### src/rtl/evq_pkg.sv
package evq_pkg;
  localparam int unsigned EVT_W = 31;
  typedef logic [EVT_W-1:0] evt_t;
  typedef struct packed {
    logic gen;
    evt_t evt;
  } evq_entry_t;
endpackage

### src/rtl/evq_ram.sv
module evq_ram
  import evq_pkg::*;
#(
  parameter int unsigned DEPTH = 16,
  localparam int unsigned IDX_W = $clog2(DEPTH)
) (
  input  logic             clk_i,
  input  logic             rst_ni,
  input  logic             we_i,
  input  logic [IDX_W-1:0] waddr_i,
  input  evq_entry_t       wdata_i,
  input  logic [IDX_W-1:0] raddr_i,
  output evq_entry_t       rdata_o
);
  evq_entry_t mem [DEPTH];

  for (genvar s = 0; s < DEPTH; s++) begin : g_slot
    always_ff @(posedge clk_i or negedge rst_ni) begin
      if (!rst_ni)                                    mem[s] <= '0;
      else if (we_i && waddr_i == IDX_W'(s))          mem[s] <= wdata_i;
    end
  end

  assign rdata_o = mem[raddr_i];
endmodule

### src/rtl/evq_prod.sv
module evq_prod
  import evq_pkg::*;
#(
  parameter int unsigned DEPTH = 16,
  localparam int unsigned IDX_W = $clog2(DEPTH)
) (
  input  logic             clk_i,
  input  logic             rst_ni,
  input  logic             post_i,
  input  evt_t             evt_i,
  input  logic             full_i,
  output logic             we_o,
  output logic [IDX_W-1:0] waddr_o,
  output evq_entry_t       wdata_o,
  output logic             gen_o,
  output logic             ovf_o
);
  localparam logic [IDX_W-1:0] LAST = IDX_W'(DEPTH - 1);

  logic [IDX_W-1:0] widx_q;
  logic             gen_q, ovf_q;
  logic             valid_post, accept, drop;

  assign valid_post = post_i && (evt_i != '0);
  assign accept     = valid_post && !full_i;
  assign drop       = valid_post && full_i;

  always_ff @(posedge clk_i or negedge rst_ni) begin
    if (!rst_ni) begin
      widx_q <= '0;
      gen_q  <= 1'b1;
      ovf_q  <= 1'b0;
    end else begin
      ovf_q <= drop;
      if (accept) begin
        widx_q <= widx_q + 1'b1;
        if (widx_q == LAST) gen_q <= ~gen_q;
      end
    end
  end

  assign we_o        = accept;
  assign waddr_o     = widx_q;
  assign wdata_o.gen = gen_q;
  assign wdata_o.evt = evt_i;
  assign gen_o       = gen_q;
  assign ovf_o       = ovf_q;

  AST_NO_OVERFLOW: assert property (@(posedge clk_i) disable iff (!rst_ni)
    (post_i && evt_i != '0 && full_i) |=> ($stable(waddr_o) && $stable(gen_o) && ovf_o));
  AST_ZERO_POST: assert property (@(posedge clk_i) disable iff (!rst_ni)
    (post_i && evt_i == '0) |=> ($stable(waddr_o) && !ovf_o));
  AST_GEN_WRAP: assert property (@(posedge clk_i) disable iff (!rst_ni)
    (post_i && evt_i != '0 && !full_i && waddr_o == LAST) |=> (waddr_o == '0 && gen_o != $past(gen_o)));
endmodule

### src/rtl/evq_cons.sv
module evq_cons
  import evq_pkg::*;
#(
  parameter int unsigned DEPTH = 16,
  localparam int unsigned IDX_W = $clog2(DEPTH)
) (
  input  logic             clk_i,
  input  logic             rst_ni,
  input  logic             pop_i,
  input  logic             peek_i,
  input  evq_entry_t       ent_i,
  output logic [IDX_W-1:0] raddr_o,
  output logic             tog_o,
  output evt_t             evt_o
);
  localparam logic [IDX_W-1:0] LAST = IDX_W'(DEPTH - 1);

  logic [IDX_W-1:0] ridx_q;
  logic             tog_q, stale;
  evt_t             evt_q;

  // slot is stale when its generation matches our toggle
  assign stale = (ent_i.gen == tog_q);

  always_ff @(posedge clk_i or negedge rst_ni) begin
    if (!rst_ni) begin
      ridx_q <= '0;
      tog_q  <= 1'b0;
      evt_q  <= '0;
    end else begin
      if (pop_i || peek_i) evt_q <= stale ? '0 : ent_i.evt;
      if (pop_i && !stale) begin
        ridx_q <= ridx_q + 1'b1;
        if (ridx_q == LAST) tog_q <= ~tog_q;
      end
    end
  end

  assign raddr_o = ridx_q;
  assign tog_o   = tog_q;
  assign evt_o   = evt_q;

  AST_EMPTY_HOLD: assert property (@(posedge clk_i) disable iff (!rst_ni)
    ((pop_i || peek_i) && ent_i.gen == tog_o) |=> (evt_o == '0 && $stable(raddr_o)));
  AST_POP_STEP: assert property (@(posedge clk_i) disable iff (!rst_ni)
    (pop_i && ent_i.gen != tog_o && raddr_o != LAST) |=> (raddr_o == $past(raddr_o) + IDX_W'(1)));
  AST_TOG_WRAP: assert property (@(posedge clk_i) disable iff (!rst_ni)
    (pop_i && ent_i.gen != tog_o && raddr_o == LAST) |=> (raddr_o == '0 && tog_o != $past(tog_o)));
  AST_PEEK_STILL: assert property (@(posedge clk_i) disable iff (!rst_ni)
    (peek_i && !pop_i) |=> ($stable(raddr_o) && $stable(tog_o)));
  AST_EVT_HOLD: assert property (@(posedge clk_i) disable iff (!rst_ni)
    !(pop_i || peek_i) |=> $stable(evt_o));
endmodule

### src/rtl/gen_evt_queue.sv
module gen_evt_queue
  import evq_pkg::*;
#(
  parameter int unsigned DEPTH = 16,
  localparam int unsigned IDX_W = $clog2(DEPTH)
) (
  input  logic        clk_i,
  input  logic        rst_ni,
  input  logic        post_i,
  input  logic [30:0] post_evt_i,
  output logic        ovf_o,
  input  logic        pop_i,
  input  logic        peek_i,
  output logic [30:0] evt_o
);
  logic             we, gen, tog, full;
  logic [IDX_W-1:0] waddr, raddr;
  evq_entry_t       wdata, rdata;

  // ring holds DEPTH unread events when the producer sits one full lap ahead
  assign full = (waddr == raddr) && (gen == tog);

  evq_prod #(.DEPTH(DEPTH)) u_prod (
    .clk_i   (clk_i),
    .rst_ni  (rst_ni),
    .post_i  (post_i),
    .evt_i   (post_evt_i),
    .full_i  (full),
    .we_o    (we),
    .waddr_o (waddr),
    .wdata_o (wdata),
    .gen_o   (gen),
    .ovf_o   (ovf_o)
  );

  evq_ram #(.DEPTH(DEPTH)) u_ram (
    .clk_i   (clk_i),
    .rst_ni  (rst_ni),
    .we_i    (we),
    .waddr_i (waddr),
    .wdata_i (wdata),
    .raddr_i (raddr),
    .rdata_o (rdata)
  );

  evq_cons #(.DEPTH(DEPTH)) u_cons (
    .clk_i   (clk_i),
    .rst_ni  (rst_ni),
    .pop_i   (pop_i),
    .peek_i  (peek_i),
    .ent_i   (rdata),
    .raddr_o (raddr),
    .tog_o   (tog),
    .evt_o   (evt_o)
  );

  AST_FULL_NO_WRITE: assert property (@(posedge clk_i) disable iff (!rst_ni)
    !(we && full));
endmodule

### config.mk
export PLATFORM = sky130hd
export DESIGN_NAME = gen_evt_queue
export DESIGN_NICKNAME = d
export VERILOG_FILES = /design/src/rtl/evq_pkg.sv /design/src/rtl/evq_ram.sv /design/src/rtl/evq_prod.sv /design/src/rtl/evq_cons.sv /design/src/rtl/gen_evt_queue.sv
export SDC_FILE = /design/constraint.sdc
export NUM_CORES = 1
export LEC_CHECK = 0
export BUFFER_PORTS_ARGS = -buffer_cell sky130_fd_sc_hd__buf_2
export CAP_MARGIN = 20
export CORE_ASPECT_RATIO = 1.75
export CORE_MARGIN = 3
export CORE_UTILIZATION = 30
export DETAILED_ROUTE_END_ITERATION = 10
export GPL_TIMING_DRIVEN = 0
export PLACE_DENSITY = 0.47
export SYNTH_ARGS = -nofsm -noshare
export SYNTH_HDL_FRONTEND = slang
export SYNTH_SLANG_ARGS = --single-unit
### constraint.sdc
create_clock -name clk_i -period 3.2 [get_ports clk_i]
set_input_delay 0.32 -clock clk_i [delete_from_list [all_inputs] [get_ports clk_i]]
set_output_delay 0.32 -clock clk_i [all_outputs]
set_load 0.1 [all_outputs]
==> results of run 1 <==
==> through the flow <==
stage          setup WS (ns)  hold WS, ns  total power (W)  utilization  setup TNS [ns]
3_3_place_gp          -9.532       0.4614          0.02465       0.3242        -5196.53
3_5_place_dp        -0.01747       0.3772          0.02510       0.3259        -0.07578
4_1_cts              0.05840      0.01224          0.03249       0.3504               0
2_1_floorplan          1.031      0.02441          0.02103            -               0
5_1_grt              0.02962      0.03877          0.03376       0.3504               0
6_report             0.05075      0.05213          0.03202       0.3505               0
==> cell usage in the layout, fill, tap and decap left out, types with 7 or more instances in the layout <==
master	synthesis	layout
buf_4	29	29
xor2_1	8	8
buf_2	20	86
nor4_1	7	7
mux2i_1	32	32
mux2_2	468	468
a211oi_1	31	31
buf_6	37	37
clkbuf_8	0	11
a22o_1	31	31
bufinv_16	0	9
clkinvlp_4	0	7
a21oi_1	32	32
nand2_1	9	9
clkbuf_1	48	53
mux4_2	128	128
mux2_1	46	46
nor4_4	16	16
nor2b_1	32	32
dfrtp_1	553	553
clkbuf_16	0	57
clkinv_2	0	11
==> critical path, stage by stage (launching register included) <==
cell and delay, ns:
dfrtp_1 0.55, buf_2 0.46, buf_2 0.41, buf_2 0.53
mux4_2 0.38, mux2i_1 0.25, a21oi_1 0.15, a22o_1 0.26
==> kinds of logic after synthesis <==
kind of cell,after synthesis
xor+xnor,13
fa+ha+maj,5
buf+inv,143
flops,554
compound gates,100
simple gates,82
mux,677
==> layer usage <==
layer  GRT usage  vias to the layer above  routed length, um
li1            -                     6150                  -
met1      0.2013                     7886              29740
met2      0.3221                      220              40740
met3     0.02326                       99               2075
met4     0.04919                        4               2122
met5           0                        -                 21
==> worst max-delay path by stage <==
stage	from	to	slack (ns)
floorplan	u_cons.raddr_o[1]$_DFFE_PN0P_	u_cons.raddr_o[1]$_DFFE_PN0P_	1.03
global placement	rst_ni	u_ram.mem[274]$_DFFE_PN0P_	-9.53
detailed placement	post_evt_i[16]	u_ram.mem[13]$_DFFE_PN0P_	-0.02
CTS	u_cons.raddr_o[1]$_DFFE_PN0P_	u_cons.evt_o[28]$_DFFE_PN0P_	0.06
global route	u_cons.raddr_o[1]$_DFFE_PN0P_	u_cons.evt_o[21]$_DFFE_PN0P_	0.03
finish	u_cons.raddr_o[1]$_DFFE_PN0P_	u_cons.evt_o[28]$_DFFE_PN0P_	0.05
==> cell type report <==
type | instances | share of cell area
clock inverter | 30 | 0.01454
tap | 1065 | 0.04541
timing repair buffer | 75 | 0.01748
multi-input combinational | 877 | 0.3632
antenna | 1 | 0.00008527
sequential | 554 | 0.4725
inverter | 2 | 0.0002558
buffer | 141 | 0.03215
clock buffer | 73 | 0.05440
==> state kept, by name (all words and copies together), names as in the netlist <==
name,cells
u_cons.evt_o,31
u_cons.raddr_o,4
u_cons.tog_o,1
u_prod.gen_o,1
u_prod.ovf_o,1
u_prod.waddr_o,4
u_ram.mem,512
==> power breakdown <==
part | leakage [nW] | switching, W | total (W) | internal (W)
Sequential | 6.88 | 0.00160 | 0.0118 | 0.0102
Combinational | 4.42 | 0.00637 | 0.0129 | 0.00656
Clock | 0.983 | 0.00299 | 0.00725 | 0.00426
==> results.md, run 1 <==
* Register Area at between 10,000 and 15,000 um2
* WL final at roughly 75 mm
* Post-Synth Adder-Cell Area at 0.002456
* Num rows at 140
* Req. time, crit path at between 3 and 4 ns
* RSZ-0062 raised after global routing: false
* Crit Reg-Reg Startpoint: u_cons.raddr_o[1]$_DFFE_PN0P_
* CTS root buf: clkbuf_16
* Die Y-Extent at around 400 um
* Layout cells sized above 1 at 0.5011
* Most frequent cell after synthesis: dfrtp_1
* Main synth FF type: dfrtp_1
* Pin count of the biggest net entering global routing at 111
* Post-Synth XOR/XNOR Area at 0.004470
* Final Cycle Share at 0.9841
* Slew Limit Fails at 0
* Yosys reg bits at approximately 550
* Worst Hold Path Cells at 2
* Vias in the first global route at 16,010
* Placed Area at about 27,000 um2
* Hold WC Path Type: in -> reg
* Area taken by multi-input logic gates at 10,660 um2
* Hold buffer count at CTS at 3
* Ys async rst share at 1.000
* Drt initial violations at between 600 and 700
* Syn nets at 1,615
* CTS tree: built
* Most frequent cells after synthesis: dfrtp_1, mux2_2, mux4_2, clkbuf_1, mux2_1
* Via/cell ratio at between 5 and 6
* Antenna viol nets, final at 0
* Cell total after placement at 2,711
* WL/cell at roughly 27 um
* Post-DP HPWL at 51.48 mm
* Post-route cell area at 29,350 um2
* Die Wd at approximately 230 um
* Drc violations at 0
* CP max FO at 10
* H-tree depth at 2
* First-pass GRT wire length at approximately 110 mm
* EDFF count, synth at 0
* # IOs at 68
* Congestion Overflow GR at 0
* PD cells at 1091 nW/um2
* Vias at roughly 14,000
* Worst-path clk slew at 0.07 ns
* Unique masters post-synth at 38
* Starting Density at 0.3042
* Input/output buffers at 67
* R2r worst-path depth at 7
* Final setup viols at 0
* Worst IR drop on VDD at between 0.4 and 0.5 mV
* Post-synthesis instance total at 1,574
* Synth Area in Compound Gates at 0.02780
* Non-Filler Instances at between 2,000 and 3,000
* Synth area leader: dfrtp_1
* Area of the mapped netlist at approximately 25,000 um2
* Max Clock Freq at around 0.32 GHz
* Data arrival, critical path at 3.67 ns
* R2r setup slk at roughly 0.051 ns
* Clk_lat worst skew at 0.64 ns
* Yosys warnings at 0
* Die footprint at roughly 90,000 um2
* P_leak at between 10 and 15 nW
* Final Hold Fails at 0
* HP Start: post_evt_i[17]
* WHS Endpoint: u_ram.mem[81]$_DFFE_PN0P_
* Crit start category: flip-flop
* Slew Limit Headroom at 0.2210
* TritonRoute pass-1 iters at 4
* Largest family of logic cells by synthesized area: multiplexers
* Core area at around 84,000 um2
* Skew final at about 0.026 ns
* Yosys top cell area share at 0.5432
* GRT Resource Usage Total at 0.1714
* CTS Buffer Depth at 3
* FILL cells at 8,025
* Clock sinks at about 550
* Worst Tran Pin Value at between 1 and 1.5 ns
* Post-CTS Resized at 0
* Setup bufs post-CTS at 0
* Simple-gate area share of the yosys netlist at 0.02839
* Initial antenna violation count at 3
* RR Endpoint: u_cons.evt_o[28]$_DFFE_PN0P_
* Post-synthesis mux area share at 0.3553
* Main area contributors after synthesis: dfrtp_1, mux2_2, mux4_2
* Status: finished, final reports clean
* Area delta synth->final at 15.20%
* Syn Area/Cell at between 15 and 20 um2
* Critical path class: reg -> reg
* Max-cap violation count at 0
* NumNets Final at 1,748
* Number of CTS-inserted buffers at between 50 and 60
* Worst setup EP type: flip-flop
* Final min period at 3.149 ns
* Global placer's final weighted congestion at around 0.75
* Seq/Total Area, Yosys at 0.5443
Power figures use the tool's default switching activity.
==> run 2: changes to the inputs <==
--- a/config.mk
+++ b/config.mk
@@ -5,13 +5,15 @@
 export SDC_FILE = /design/constraint.sdc
 export NUM_CORES = 1
 export LEC_CHECK = 0
-export BUFFER_PORTS_ARGS = -buffer_cell sky130_fd_sc_hd__buf_2
+export BUFFER_PORTS_ARGS = -buffer_cell sky130_fd_sc_hd__buf_4
 export CAP_MARGIN = 20
 export CORE_ASPECT_RATIO = 1.75
 export CORE_MARGIN = 3
 export CORE_UTILIZATION = 30
 export DETAILED_ROUTE_END_ITERATION = 10
 export GPL_TIMING_DRIVEN = 0
+export HOLD_SLACK_MARGIN = 0.06
+export MAX_ROUTING_LAYER = met4
 export PLACE_DENSITY = 0.47
 export SYNTH_ARGS = -nofsm -noshare
 export SYNTH_HDL_FRONTEND = slang
==> results.md, run 2 (same netlist as run 1, synthesis figures left out) <==
* Status: finished, final reports clean (unchanged)
* Logic pwr share at 0.407 (was 0.404)
* Area delta synth->final at 16.83% (was 15.20%)
* CTS tree: built (unchanged)
* Max stage delay on crit path at 0.75 ns (was 0.55 ns)
* Post-DP HPWL at 51.51 mm (was 51.48 mm)
* Sequential power share at 0.371 (was 0.370)
* # IOs at 68 (unchanged)
* Worst Path Buf+Inv at 2 (was 3)
* CTS root buf: clkbuf_16 (unchanged)
* Skew final at 0.02707 ns (was 0.02617 ns)
* R2r setup slk at 0.12 ns (was 0.05 ns)
* FILL cells at 7,947 (was 8,025)
* Int Power at 0.02108 W (was 0.02107 W)
* Congestion Overflow GR at 0 (unchanged)
* Clock sinks at 554 (unchanged)
* R2r worst-path depth at 6 (was 7)
* Layout cells sized above 1 at 0.4885 (was 0.5011)
* Drc violations at 0 (unchanged)
* Final Cycle Share at 0.9622 (was 0.9841)
* Pin count of the biggest net entering global routing at 124 (was 111)
* RR Endpoint: u_cons.evt_o[26]$_DFFE_PN0P_ (was u_cons.evt_o[28]$_DFFE_PN0P_)
* TritonRoute pass-1 iters at 4 (unchanged)
* Antenna viol nets, final at 0 (unchanged)
* CP max FO at 10 (unchanged)
* RSZ-0062 raised after global routing: false (unchanged)
* Post-route cell area at 29,760 um2 (was 29,350 um2)
* GRT Resource Usage Total at 0.1761 (was 0.1714)
* Critical Path End: u_cons.evt_o[26]$_DFFE_PN0P_ (was u_cons.evt_o[28]$_DFFE_PN0P_)
* Die Y-Extent at 391.5 um (unchanged)
* Drt initial violations at 586 (was 616)
* WL final at 74.50 mm (was 74.70 mm)
* Vias in the first global route at 16,010 (about the same)
* Worst setup EP type: flip-flop (unchanged)
* Crit start category: flip-flop (unchanged)
* CTS Buffer Depth at 3 (unchanged)
* Final min period at 3.079 ns (was 3.149 ns)
* Global placer's final weighted congestion at 0.7573 (was 0.7522)
* Max Clock Freq at 0.3248 GHz (was 0.3175 GHz)
* PD cells at 1073 nW/um2 (was 1091 nW/um2)
* H-tree depth at 2 (unchanged)
* Slew Limit Headroom at 0.2443 (was 0.2210)
* Placed Area at 27,460 um2 (was 27,290 um2)
* Post-CTS Resized at 0 (unchanged)
* Final setup viols at 0 (unchanged)
* Critical path class: reg -> reg (unchanged)
* Most frequent cells in the layout: dfrtp_1, mux2_2, mux4_2 (unchanged)
* Setup ws final at 0.1210 ns (was 0.05075 ns)
* Clock group share of total power at 0.222 (was 0.226)
* Clk_lat worst skew at 0.63 ns (was 0.64 ns)
* Cell family with most CP delay: buffers and inverters (unchanged)
* Input/output buffers at 67 (unchanged)
* Core area at 83,730 um2 (unchanged)
* Crit Reg-Reg Startpoint: u_cons.raddr_o[1]$_DFFE_PN0P_ (unchanged)
* Slew Limit Fails at 0 (unchanged)
* Vias at 14,270 (was 14,360)
* Cell total after placement at 2,712 (was 2,711)
* Data arrival, critical path at 3.59 ns (was 3.67 ns)
* Via/cell ratio at 5.010 (was 5.095)
* Max-cap violation count at 0 (unchanged)
* Req. time, crit path at 3.71 ns (was 3.72 ns)
* Worst-path cell chain: buf_2 -> buf_1 -> mux4_2 -> a211oi_1 -> a21oi_1 -> a22o_1 (was buf_2 -> buf_2 -> buf_2 -> mux4_2 -> mux2i_1 -> a21oi_1 -> a22o_1)
* Worst-path clk slew at 0.07 ns (about the same)
* Final Hold Fails at 0 (unchanged)
* Non-Filler Instances at 2,848 (was 2,818)
* Hold WC Path Type: in -> reg (unchanged)
* Worst path slowest cell: buf_1 (was dfrtp_1)
* Num rows at 140 (unchanged)
* First-pass GRT wire length at 111.1 mm (was 111.3 mm)
* Critical Path Start: u_cons.raddr_o[1]$_DFFE_PN0P_ (unchanged)
* Die footprint at 88,590 um2 (unchanged)
* Initial antenna violation count at 0 (was 3)
* Leading cell type in the layout, fill and taps excluded: dfrtp_1 (unchanged)
* Number of CTS-inserted buffers at 56 (unchanged)
* Most flops, register: u_ram.mem (unchanged)
* Pre-CTS setup slack at 0.1106 ns (was -0.01747 ns)
* Setup TNS at 0 ns (unchanged)
* Sw power at 0.01084 W (was 0.01096 W)
* Overall power at 0.03192 W (was 0.03202 W)
* Die Wd at 226.3 um (unchanged)
* WL/cell at 26.16 um (was 26.51 um)
* P_leak at 12.43 nW (was 12.28 nW)
* Worst IR drop on VDD at 0.4054 mV (was 0.4547 mV)
* Max FFs per register at 512 (unchanged)
* Starting Density at 0.3042 (unchanged)
* Worst Tran Pin Value at 1.134 ns (was 1.168 ns)
* NumNets Final at 1,779 (was 1,748)
* Levels on crit path at 6 (was 7)
* # diodes at 0 (was 1)
* Sw frac at 0.3395 (was 0.3422)
run 2: changes by cell type in the layout (fill, tap and decap cells not counted), sizes merged, moves of 2 or more:
cell | before | now
dlygate4sd3 | 3 | 33
clkbuf | 123 | 133
clkinvlp | 7 | 1
inv | 5 | 3
run 2: worst min path at each step:
stage,slack (ns),startpoint,depth (start not counted),end
detailed placement,0.20,rst_ni,1,u_ram.mem[357]$_DFFE_PN0P_
floorplan,0.02,rst_ni,0,u_cons.evt_o[0]$_DFFE_PN0P_
global route,0.07,post_evt_i[18],2,u_ram.mem[434]$_DFFE_PN0P_
finish,0.09,post_evt_i[18],2,u_ram.mem[434]$_DFFE_PN0P_
global placement,0.46,u_ram.mem[12]$_DFFE_PN0P_,1,u_ram.mem[12]$_DFFE_PN0P_
CTS,0.06,post_evt_i[18],2,u_ram.mem[434]$_DFFE_PN0P_
run 2: metal layers:
metal	wire length, um	up-vias	global-route usage	share of wire
met4	2197	0	0.05137	0.029
met5	0	-	-	0
met3	2096	114	0.02131	0.028
met1	29280	7756	0.1986	0.39
li1	-	6203	-	-
met2	40930	196	0.3247	0.55
run 2: worst register-to-register path: cells and delay by family, from the launching register on:
| kind | cells | cell delay (ns) |
|---|---|---|
| buffers and inverters | 2 | 1.19 |
| AO/OA/AOI/OAI | 3 | 0.81 |
| flip-flops | 1 | 0.53 |
| multiplexers | 1 | 0.44 |
run 2: final cells by class:
cell class / count / area, um2 / share of cell area
Buffer: 141 / 943.4 / 0.03170
Inverter: 2 / 7.507 / 0.0002522
Sequential cell: 554 / 13860 / 0.4659
Clock buffer: 83 / 1643 / 0.05520
Clock inverter: 20 / 325.3 / 0.01093
Tap cell: 1065 / 1333 / 0.04477
Timing Repair Buffer: 106 / 985.9 / 0.03313
Multi-Input combinational cell: 877 / 10660 / 0.3582
run 2: repair_timing:
item	in CTS	in global routing
buffers inserted	0	0
hold endpoints to repair	400	0
hold buffers	33	0
run 2: power groups by stage:
stage	Combinational, W	Clock (W)	Sequential, W
4_1_cts	0.0133	0.00733	0.0118
3_5_place_dp	0.0132	0	0.0120
3_3_place_gp	0.0130	0	0.0117
5_1_grt	0.0139	0.00759	0.0122
2_1_floorplan	0.00912	0	0.0119
6_report	0.0130	0.00710	0.0118
run 2: metrics by stage:
stage	util	hold slack, ns
floorplan	-	0.02441
global placement	0.3262	0.4625
detailed placement	0.3280	0.1973
CTS	0.3554	0.06254
global route	0.3554	0.07385
finish	0.3554	0.08547
==> run 3: changes to the inputs <==
==> constraint.sdc (replaced) <==
create_clock -name clk_i -period 3.2 [get_ports clk_i]
set_input_delay 0 -clock clk_i [delete_from_list [all_inputs] [get_ports clk_i]]
set_output_delay 0 -clock clk_i [all_outputs]
set_load 0.1 [all_outputs]
==> results.md, run 3 (same netlist as run 1, synthesis figures left out) <==
* Final Cycle Share at 0.9624 (was 0.9622)
* Leading cell type in the layout, fill and taps excluded: dfrtp_1 (unchanged)
* Congestion Overflow GR at 0 (unchanged)
* Worst IR drop on VDD at 0.4054 mV (about the same)
* Int Power at 0.02109 W (was 0.02108 W)
* Worst Hold Path Cells at 4 (was 2)
* Non-Filler Instances at 2,852 (was 2,848)
* WHS Endpoint: u_prod.ovf_o$_DFF_PN0_ (was u_ram.mem[434]$_DFFE_PN0P_)
* P_leak at 12.45 nW (was 12.43 nW)
* Final Hold Fails at 0 (unchanged)
* RSZ-0062 raised after global routing: false (unchanged)
* HP Start: post_i (was post_evt_i[18])
* Drt initial violations at 607 (was 586)
* Final setup viols at 0 (unchanged)
* Max-cap violation count at 0 (unchanged)
* Die Wd at 226.3 um (unchanged)
* CTS root buf: clkbuf_16 (unchanged)
* Sequential power share at 0.371 (about the same)
* First-pass GRT wire length at 111.2 mm (was 111.1 mm)
* Sw frac at 0.3394 (was 0.3395)
* R2r worst-path depth at 6 (unchanged)
* Clock group share of total power at 0.222 (about the same)
* PD cells at 1071 nW/um2 (was 1073 nW/um2)
* Global placer's final weighted congestion at 0.7573 (unchanged)
* Clock sinks at 554 (unchanged)
* Crit Reg-Reg Startpoint: u_cons.raddr_o[1]$_DFFE_PN0P_ (unchanged)
* # diodes at 0 (unchanged)
* Starting Density at 0.3042 (unchanged)
* Data arrival, critical path at 3.59 ns (about the same)
* # IOs at 68 (unchanged)
* Pin count of the biggest net entering global routing at 124 (unchanged)
* WL/cell at 26.11 um (was 26.16 um)
* Critical path class: reg -> reg (unchanged)
* GRT Resource Usage Total at 0.1762 (was 0.1761)
* TritonRoute pass-1 iters at 4 (unchanged)
* Vias at 14,320 (was 14,270)
* Slew Limit Fails at 0 (unchanged)
* FILL cells at 7,945 (was 7,947)
* Most flops, register: u_ram.mem (unchanged)
* H-tree depth at 2 (unchanged)
* Worst Tran Pin Value at 1.140 ns (was 1.134 ns)
* Area delta synth->final at 17.02% (was 16.83%)
* Drc violations at 0 (unchanged)
* Setup TNS at 0 ns (unchanged)
* Post-route cell area at 29,810 um2 (was 29,760 um2)
* Placed Area at 27,460 um2 (unchanged)
* CP max FO at 10 (unchanged)
* Status: finished, final reports clean (unchanged)
* RR Endpoint: u_cons.evt_o[26]$_DFFE_PN0P_ (unchanged)
* Core area at 83,730 um2 (unchanged)
* Setup bufs post-CTS at 0 (unchanged)
* Layout cells sized above 1 at 0.4880 (was 0.4885)
* Hold WC Path Type: in -> reg (unchanged)
* Die Y-Extent at 391.5 um (unchanged)
* Cell total after placement at 2,712 (unchanged)
* Clk_lat worst skew at 0.63 ns (about the same)
* Input/output buffers at 67 (unchanged)
* Post-DP HPWL at 51.51 mm (unchanged)
* Via/cell ratio at 5.021 (was 5.010)
* Req. time, crit path at 3.71 ns (about the same)
* NumNets Final at 1,783 (was 1,779)
* Worst setup EP type: flip-flop (unchanged)
* R2r setup slk at 0.12 ns (about the same)
* Max Clock Freq at 0.3247 GHz (was 0.3248 GHz)
* CTS Buffer Depth at 3 (unchanged)
* Logic pwr share at 0.407 (about the same)
* CTS tree: built (unchanged)
* Final min period at 3.080 ns (was 3.079 ns)
* Crit start category: flip-flop (unchanged)
* Worst-path clk slew at 0.06 ns (was 0.07 ns)
* Vias in the first global route at 16,020 (was 16,010)
* Number of CTS-inserted buffers at 56 (unchanged)
* Antenna viol nets, final at 0 (unchanged)
* Skew final at 0.02818 ns (was 0.02707 ns)
* WL final at 74.47 mm (was 74.50 mm)
* Num rows at 140 (unchanged)
* Die footprint at 88,590 um2 (unchanged)
* Initial antenna violation count at 0 (unchanged)
* Slew Limit Headroom at 0.2400 (was 0.2443)
* Most frequent cells in the layout: dfrtp_1, mux2_2, mux4_2 (unchanged)
* Max FFs per register at 512 (unchanged)
* Sw power at 0.01084 W (about the same)
-- run 3: layer usage --
metal	global-route usage	vias up	share of wire
met5	-	-	0
met4	0.05137	0	0.030
met3	0.02131	121	0.030
met2	0.3249	221	0.55
met1	0.1988	7762	0.39
li1	-	6216	-
-- run 3: worst max-delay path by stage --
stage / start / endpoint / slack (ns) / depth (start not counted)
after floorplan: u_cons.raddr_o[1]$_DFFE_PN0P_ / u_cons.raddr_o[1]$_DFFE_PN0P_ / 1.03 / 5
after global placement: rst_ni / u_ram.mem[82]$_DFFE_PN0P_ / -3.86 / 1
after detailed placement: u_cons.raddr_o[1]$_DFFE_PN0P_ / u_cons.evt_o[28]$_DFFE_PN0P_ / 0.11 / 7
after CTS: u_cons.raddr_o[1]$_DFFE_PN0P_ / u_cons.evt_o[28]$_DFFE_PN0P_ / 0.09 / 7
after global routing: u_cons.raddr_o[1]$_DFFE_PN0P_ / u_cons.evt_o[20]$_DFFE_PN0P_ / 0.007 / 6
final: u_cons.raddr_o[1]$_DFFE_PN0P_ / u_cons.evt_o[26]$_DFFE_PN0P_ / 0.12 / 6
-- run 3: final cells by class --
cell class              count  area, um2  share of cell area
inverters                   2      7.507           0.0002518
clock inverters            20      325.3             0.01091
well taps                1065       1333             0.04470
clock buffers              83       1643             0.05511
multi-input cells         877      10660              0.3576
plain buffers             141      943.4             0.03165
flip-flops and latches    554      13860              0.4651
repair buffers            110       1036             0.03475
-- run 3: timing repair --
item | CTS | global route
hold buffers | 37 | 0
hold endpoints to repair | 456 | 0
gates resized for setup | 0 | 0
-- run 3: power by group through the flow --
stage | Clock (W) | Combinational (W) | Sequential, W
floorplan | 0 | 0.00912 | 0.0119
CTS | 0.00733 | 0.0133 | 0.0118
detailed placement | 0 | 0.0132 | 0.0120
finish | 0.00710 | 0.0130 | 0.0118
global route | 0.00759 | 0.0139 | 0.0122
global placement | 0 | 0.0130 | 0.0117
-- run 3: worst max-delay path, stage by stage (launching register included) --
cell and delay [ns]:
dfrtp_1 0.53, buf_2 0.44, buf_1 0.76, mux4_2 0.43, a211oi_1 0.41, a21oi_1 0.13, a22o_1 0.25
-- run 3: through the flow --
step | worst slack [ns] | total power, W | hold slack [ns] | utilization
2_1_floorplan | 1.031 | 0.02103 | -0.2956 | -
3_3_place_gp | -3.857 | 0.02470 | 0.2700 | 0.3262
3_5_place_dp | 0.1106 | 0.02519 | -0.1227 | 0.3280
4_1_cts | 0.08785 | 0.03248 | 0.1475 | 0.3560
5_1_grt | 0.007113 | 0.03374 | 0.1837 | 0.3560
6_report | 0.1204 | 0.03192 | 0.1876 | 0.3560
